==> config.mk <==
export PLATFORM = sky130hd
export DESIGN_NAME = reset_ce_gate
export DESIGN_NICKNAME = d
export VERILOG_FILES = /design/src/rtl/ceg_pkg.sv /design/src/rtl/ceg_rst_track.sv /design/src/rtl/ceg_grace_tmr.sv /design/src/rtl/reset_ce_gate.sv
export SDC_FILE = /design/constraint.sdc
export NUM_CORES = 1
export LEC_CHECK = 0
export BUFFER_PORTS_ARGS = -buffer_cell sky130_fd_sc_hd__buf_2
export CORE_ASPECT_RATIO = 2
export CORE_UTILIZATION = 24
export DETAILED_ROUTE_END_ITERATION = 6
export PLACE_DENSITY = 0.5
export SYNTH_ARGS = -nofsm -noshare
export SYNTH_HDL_FRONTEND = slang
export SYNTH_SLANG_ARGS = --single-unit
export TNS_END_PERCENT = 50
==> constraint.sdc <==
create_clock -name clk_i -period 3.2 [get_ports clk_i]
set_input_delay 0.32 -clock clk_i [delete_from_list [all_inputs] [get_ports clk_i]]
set_output_delay 0.32 -clock clk_i [all_outputs]
set_load 0.02 [all_outputs]
==> src/rtl/ceg_pkg.sv <==
package ceg_pkg;
  function automatic int unsigned grace_cycles(input int unsigned clk_mhz,
                                               input int unsigned win_us);
    return clk_mhz * win_us;
  endfunction
endpackage

==> src/rtl/ceg_rst_track.sv <==
module ceg_rst_track (
  input  logic clk_i,
  input  logic rst_ni,
  input  logic sys_rst_ni,
  output logic rst_edge_o
);
  logic run_q;

  // power-on clear assumes the system starts in reset
  always_ff @(posedge clk_i or negedge rst_ni) begin
    if (!rst_ni) run_q <= 1'b0;
    else         run_q <= sys_rst_ni;
  end

  assign rst_edge_o = run_q & ~sys_rst_ni;
endmodule

==> src/rtl/ceg_grace_tmr.sv <==
module ceg_grace_tmr #(
  parameter int unsigned LIMIT = 1875,
  parameter int unsigned CNT_W = $clog2(LIMIT + 1)
) (
  input  logic clk_i,
  input  logic rst_ni,
  input  logic run_i,
  output logic open_o
);
  logic [CNT_W-1:0] cnt_q;
  logic [CNT_W-1:0] cnt_inc;
  logic             open_q;

  assign cnt_inc = cnt_q + 1'b1;

  always_ff @(posedge clk_i or negedge rst_ni) begin
    if (!rst_ni) begin
      cnt_q  <= '0;
      open_q <= 1'b0;
    end else if (run_i) begin
      cnt_q  <= cnt_inc;
      open_q <= (cnt_inc < LIMIT[CNT_W-1:0]);
    end else begin
      cnt_q  <= '0;
      open_q <= 1'b0;
    end
  end

  assign open_o = open_q;

  AST_CNT_BOUNDED: assert property (@(posedge clk_i) disable iff (!rst_ni)
    cnt_q <= LIMIT[CNT_W-1:0]);
  AST_OPEN_CLOSES_ON_STOP: assert property (@(posedge clk_i) disable iff (!rst_ni)
    !run_i |=> !open_o);
endmodule

==> src/rtl/reset_ce_gate.sv <==
module reset_ce_gate
  import ceg_pkg::*;
#(
  parameter int unsigned CLK_FREQ_MHZ = 125,
  parameter int unsigned GRACE_US     = 15
) (
  input  logic clk_i,
  input  logic rst_ni,
  input  logic ce_req_ni,
  input  logic sys_rst_ni,
  input  logic bkup_i,
  output logic ce_mem_no
);
  localparam int unsigned GRACE_CYC = grace_cycles(CLK_FREQ_MHZ, GRACE_US);
  localparam int unsigned CNT_W     = $clog2(GRACE_CYC + 1);

  logic in_rst;
  logic rst_edge;
  logic grace_open;
  logic hold;

  assign in_rst = ~sys_rst_ni;

  ceg_rst_track u_track (
    .clk_i      (clk_i),
    .rst_ni     (rst_ni),
    .sys_rst_ni (sys_rst_ni),
    .rst_edge_o (rst_edge)
  );

  // in-flight access keeps its enable while the window is open
  assign hold = in_rst & ~ce_req_ni & (rst_edge | grace_open);

  ceg_grace_tmr #(
    .LIMIT (GRACE_CYC),
    .CNT_W (CNT_W)
  ) u_tmr (
    .clk_i  (clk_i),
    .rst_ni (rst_ni),
    .run_i  (hold),
    .open_o (grace_open)
  );

  assign ce_mem_no = bkup_i | ce_req_ni | (in_rst & ~hold);

  AST_OUT_NEEDS_REQ: assert property (@(posedge clk_i) disable iff (!rst_ni)
    !ce_mem_no |-> !ce_req_ni);
  AST_BKUP_FORCES_HIGH: assert property (@(posedge clk_i) disable iff (!rst_ni)
    bkup_i |-> ce_mem_no);
  AST_NO_REARM: assert property (@(posedge clk_i) disable iff (!rst_ni)
    ($past(in_rst & ce_mem_no & ~bkup_i) && in_rst) |-> ce_mem_no);
  AST_NO_LATE_GRACE: assert property (@(posedge clk_i) disable iff (!rst_ni)
    ($past(in_rst & ce_req_ni) && in_rst) |-> ce_mem_no);
endmodule

==> report_table.html <==
<table>
<tr><th>Metric</th><th>Value</th></tr>
<tr><th colspan="2">Status</th></tr>
<tr><td>Status</td><td>finished, final reports clean</td></tr>
<tr><th colspan="2">Global route</th></tr>
<tr><td>First-pass GRT wire length</td><td>2540 µm</td></tr>
<tr><td>Via count of the first global-routing pass</td><td>600</td></tr>
<tr><td>Initial antenna violation count</td><td>0</td></tr>
<tr><td>Global-route usage over all layers</td><td>0.114</td></tr>
<tr><td>Largest net degree at the start of global routing</td><td>14</td></tr>
<tr><td>Global route overflow</td><td>0</td></tr>
<tr><th colspan="2">Timing</th></tr>
<tr><td>Number of endpoints failing setup at the final stage</td><td>0</td></tr>
<tr><td>Max Clock Skew</td><td>0.00157 ns</td></tr>
<tr><td>Endpoints failing hold</td><td>0</td></tr>
<tr><td>Setup repair after global routing missed its margin</td><td>no</td></tr>
<tr><td>Final count of pins violating max slew</td><td>0</td></tr>
<tr><td>Fin crit share</td><td>0.595</td></tr>
<tr><td>Final setup TNS</td><td>0 ns</td></tr>
<tr><td>Worst Max-Slew Pin Slew</td><td>0.315 ns</td></tr>
<tr><td>Worst slew margin relative to its limit</td><td>0.790</td></tr>
<tr><td>Maximum operating frequency</td><td>0.526 GHz</td></tr>
<tr><td>Min Clock Period, post-route</td><td>1.90 ns</td></tr>
<tr><th colspan="2">Die</th></tr>
<tr><td>Die Ht</td><td>79.9 µm</td></tr>
<tr><td>Chip Width</td><td>41.0 µm</td></tr>
<tr><td>Die Outline Area</td><td>3270 µm²</td></tr>
<tr><td>Starting density of the core</td><td>0.250</td></tr>
<tr><td>IO Pins</td><td>6</td></tr>
<tr><td>CORE AREA</td><td>2910 µm²</td></tr>
<tr><td>Cell Rows</td><td>28</td></tr>
<tr><th colspan="2">Power</th></tr>
<tr><td>Relative contribution of sequential cells to total power</td><td>0.506</td></tr>
<tr><td>Switching Fraction</td><td>0.222</td></tr>
<tr><td>Switching power</td><td>0.0749 mW</td></tr>
<tr><td>Pwr dens</td><td>402 nW/µm²</td></tr>
<tr><td>Worst IR drop on VDD</td><td>147 µV</td></tr>
<tr><td>Leakage power of the design</td><td>0.341 nW</td></tr>
<tr><td>Clock group share of total power</td><td>0.440</td></tr>
<tr><td>Internal power component</td><td>0.262 mW</td></tr>
<tr><td>Combinational group share of total power</td><td>0.054</td></tr>
<tr><th colspan="2">Synthesis</th></tr>
<tr><td>Most instantiated flip-flop cell in the synthesis netlist</td><td>dfrtp_1</td></tr>
<tr><td>Number of nets in the synthesized netlist</td><td>85</td></tr>
<tr><td>Distinct cells, synth</td><td>28</td></tr>
<tr><td>XOR/XNOR share of the synthesized area</td><td>0.0962</td></tr>
<tr><td>Synthesized area divided by synthesized cell count</td><td>9.22 µm²</td></tr>
<tr><td>Sequential element share of the synthesized area</td><td>0.447</td></tr>
<tr><td>Gate count after technology mapping</td><td>79</td></tr>
<tr><td>Simple-gate share of the synthesized area</td><td>0.251</td></tr>
<tr><td>EDFF count, synth</td><td>0</td></tr>
<tr><td>Main combinational cell family by area after synthesis</td><td>simple AND/OR/NAND/NOR gates</td></tr>
<tr><td>Async set-or-reset flop fraction in the synthesized netlist</td><td>1.00</td></tr>
<tr><td>Synth Register Bits</td><td>13</td></tr>
<tr><td>Synth Area in Compound Gates</td><td>0.136</td></tr>
<tr><td>Cell area after synthesis</td><td>728 µm²</td></tr>
<tr><td>Yosys warning count</td><td>0</td></tr>
<tr><td>Multiplexer share of the synthesized area</td><td>0</td></tr>
<tr><td>Area share of fa/ha/maj cells after synthesis</td><td>0.0172</td></tr>
<tr><th colspan="2">Drt</th></tr>
<tr><td>Via count of the routed design</td><td>607</td></tr>
<tr><td>Number of nets still failing antenna checks after routing</td><td>0</td></tr>
<tr><td>Vias per std cell</td><td>5.19</td></tr>
<tr><td>Detailed Route WL</td><td>1540 µm</td></tr>
<tr><td>Detailed-router iteration count before antenna repair</td><td>4</td></tr>
<tr><td>Routed wirelength normalized by instance count</td><td>13.2 µm</td></tr>
<tr><td>First DRT Iteration DRCs</td><td>27</td></tr>
<tr><td>Post-detailed-route DRC marker count</td><td>0</td></tr>
<tr><th colspan="2">Place</th></tr>
<tr><td>Port-buffer cells</td><td>5</td></tr>
<tr><td>Placer Congestion</td><td>0.676</td></tr>
<tr><td>Detailed Place HPWL</td><td>1120 µm</td></tr>
<tr><th colspan="2">Clock network</th></tr>
<tr><td>Later-pin clock latency in the skew report</td><td>0.24 ns</td></tr>
<tr><td>Setup repair bufs after CTS</td><td>0</td></tr>
<tr><td>H-tree levels</td><td>1</td></tr>
<tr><td>Maximum root-to-sink buffer count</td><td>2</td></tr>
<tr><td>Clock buffer count from CTS</td><td>3</td></tr>
<tr><td>CTS root buffer</td><td>clkbuf_8</td></tr>
<tr><td># clock sinks</td><td>13</td></tr>
<tr><td>Clock tree from TritonCTS</td><td>built</td></tr>
<tr><td>Clock transition at the register clock pins on the worst setup and hold paths after CTS</td><td>0.06 ns</td></tr>
<tr><th colspan="2">Hold path</th></tr>
<tr><td>Beginning of the worst hold path</td><td>sys_rst_ni</td></tr>
<tr><td>Hold depth</td><td>1</td></tr>
<tr><td>Endpoint with the worst hold slack</td><td>u_track.run_q</td></tr>
<tr><td>Worst min path class</td><td>input port to register</td></tr>
<tr><th colspan="2">Critical path</th></tr>
<tr><td>Critical Path End Type</td><td>register</td></tr>
<tr><td>Crit path largest cell delay</td><td>0.46 ns</td></tr>
<tr><td>Worst reg2reg path endpoint</td><td>u_tmr.open_o</td></tr>
<tr><td>Kind of launch point of the worst setup path</td><td>register</td></tr>
<tr><td>Arr. time, crit path</td><td>2.03 ns</td></tr>
<tr><td>Cell-by-cell trace of the critical path</td><td>ha_1, nand3_2, or4b_1, o21ai_1, a311oi_1, a41o_1</td></tr>
<tr><td>Worst reg2reg setup slack</td><td>1.30 ns</td></tr>
<tr><td>Peak fanout along the critical path</td><td>9</td></tr>
<tr><td>Required time of the worst setup path</td><td>3.33 ns</td></tr>
<tr><td>Count of cells along the worst register-to-register path</td><td>6</td></tr>
<tr><td>Startpoint of the lowest-slack register-to-register path</td><td>u_tmr.cnt_q[0]</td></tr>
<tr><td>CP max-delay cell</td><td>dfrtp_1</td></tr>
<tr><td>Kind of critical path</td><td>register to register</td></tr>
<tr><th colspan="2">Layout</th></tr>
<tr><td>Final core utilization</td><td>0.289</td></tr>
<tr><td>Net count of the finished layout</td><td>94</td></tr>
<tr><td>Layout area overhead</td><td>15.3%</td></tr>
<tr><td>Fill count</td><td>315</td></tr>
<tr><td>Antenna diodes</td><td>0</td></tr>
<tr><td>Leading cell types in the layout, fill and taps excluded</td><td>16 x nor2_1, 13 x dfrtp_1</td></tr>
<tr><td>Most common cell after layout, fill and taps aside</td><td>nor2_1</td></tr>
<tr><td>Fraction of final layout cells sized beyond drive strength 1</td><td>0.149</td></tr>
<tr><th colspan="2">Flow run</th></tr>
<tr><td>Count of maximum capacitance violations</td><td>0</td></tr>
</table>
==> cell type report <==
type / instances / area (µm²) / area share
multi-input cells: 60 / 364 / 0.434
repair buffers: 7 / 42.5 / 0.0507
well taps: 30 / 37.5 / 0.0447
flip-flops and latches: 13 / 325 / 0.387
inverters: 3 / 25.0 / 0.0298
clock buffers: 4 / 45.0 / 0.0537
==> through the flow <==
step	instances	setup WS, ns	cell area (µm²)	hold WS, ns	total power, mW
after floorplan	79	1.43	728	0.0244	0.181
after global placement	112	1.35	785	0.231	0.191
after detailed placement	112	1.30	785	0.239	0.192
after CTS	117	1.29	840	0.212	0.341
after global routing	117	1.18	840	0.217	0.350
final	117	1.30	840	0.214	0.337
==> worst max-delay path: cells and delay by family (launching register included) <==
kind / cells / cell delay [ns]
AOI/OAI and AO/OA: 3 / 0.40
adders and majority gates: 1 / 0.31
DFF: 1 / 0.46
and+or+nand+nor: 2 / 0.64
==> registers in the layout, summed over array words and instances (netlist names) <==
register and count:
u_tmr.open_o 1, u_tmr.cnt_q 11, u_track.run_q 1
==> power by group through the flow <==
stage	Combinational [mW]	Clock (mW)	Sequential [mW]
floorplan	0.00856	0	0.172
detailed placement	0.0182	0	0.174
global route	0.0213	0.158	0.171
CTS	0.0192	0.151	0.171
finish	0.0183	0.148	0.170
global placement	0.0179	0	0.173
==> metal layers <==
metal / global-route usage / vias to the layer above / part of all wire / wire length [µm]
li1: - / 298 / - / -
met1: 0.101 / 297 / 0.38 / 594
met2: 0.214 / 10 / 0.57 / 883
met3: 0.0167 / 2 / 0.022 / 34
met4: 0.0600 / 0 / 0.019 / 30
met5: 0 / - / 0 / 0
==> worst max-delay path by stage <==
stage,start,to
finish,u_tmr.cnt_q[0],u_tmr.open_o
global route,u_tmr.cnt_q[0],u_tmr.open_o
CTS,u_tmr.cnt_q[0],u_tmr.open_o
detailed placement,u_tmr.cnt_q[0],u_tmr.open_o
global placement,u_tmr.cnt_q[0],u_tmr.open_o
floorplan,u_tmr.cnt_q[0],u_tmr.open_o
==> kinds of logic after synthesis <==
| logic type | after synthesis |
|---|---|
| AND/OR/NAND/NOR | 35 |
| adder cells (fa/ha/maj) | 1 |
| flip-flops | 13 |
| buffers and inverters | 6 |
| AO/OA/AOI/OAI | 16 |
| XOR/XNOR | 8 |
==> what timing repair did <==
action	in CTS	in global routing
hold buffers	1	0
gates resized for setup	0	0
endpoints found under the hold margin	13	0
endpoints found under the setup margin	0	0
==> cells in the mapped netlist, types with 2 or more instances <==
master   instances  area share
nor2_1          16       0.082
dfrtp_1         13        0.45
a21oi_1          5       0.034
nand2_1          5       0.026
xor2_1           5       0.060
nand3_1          3       0.021
nand4_1          3       0.026
o21ai_1          3       0.021
xnor2_1          3       0.036
buf_2            2       0.014
inv_1            2       0.010
o21ai_0          2       0.014
or3_1            2       0.017
No activity file was read; power rests on OpenSTA's default activity.
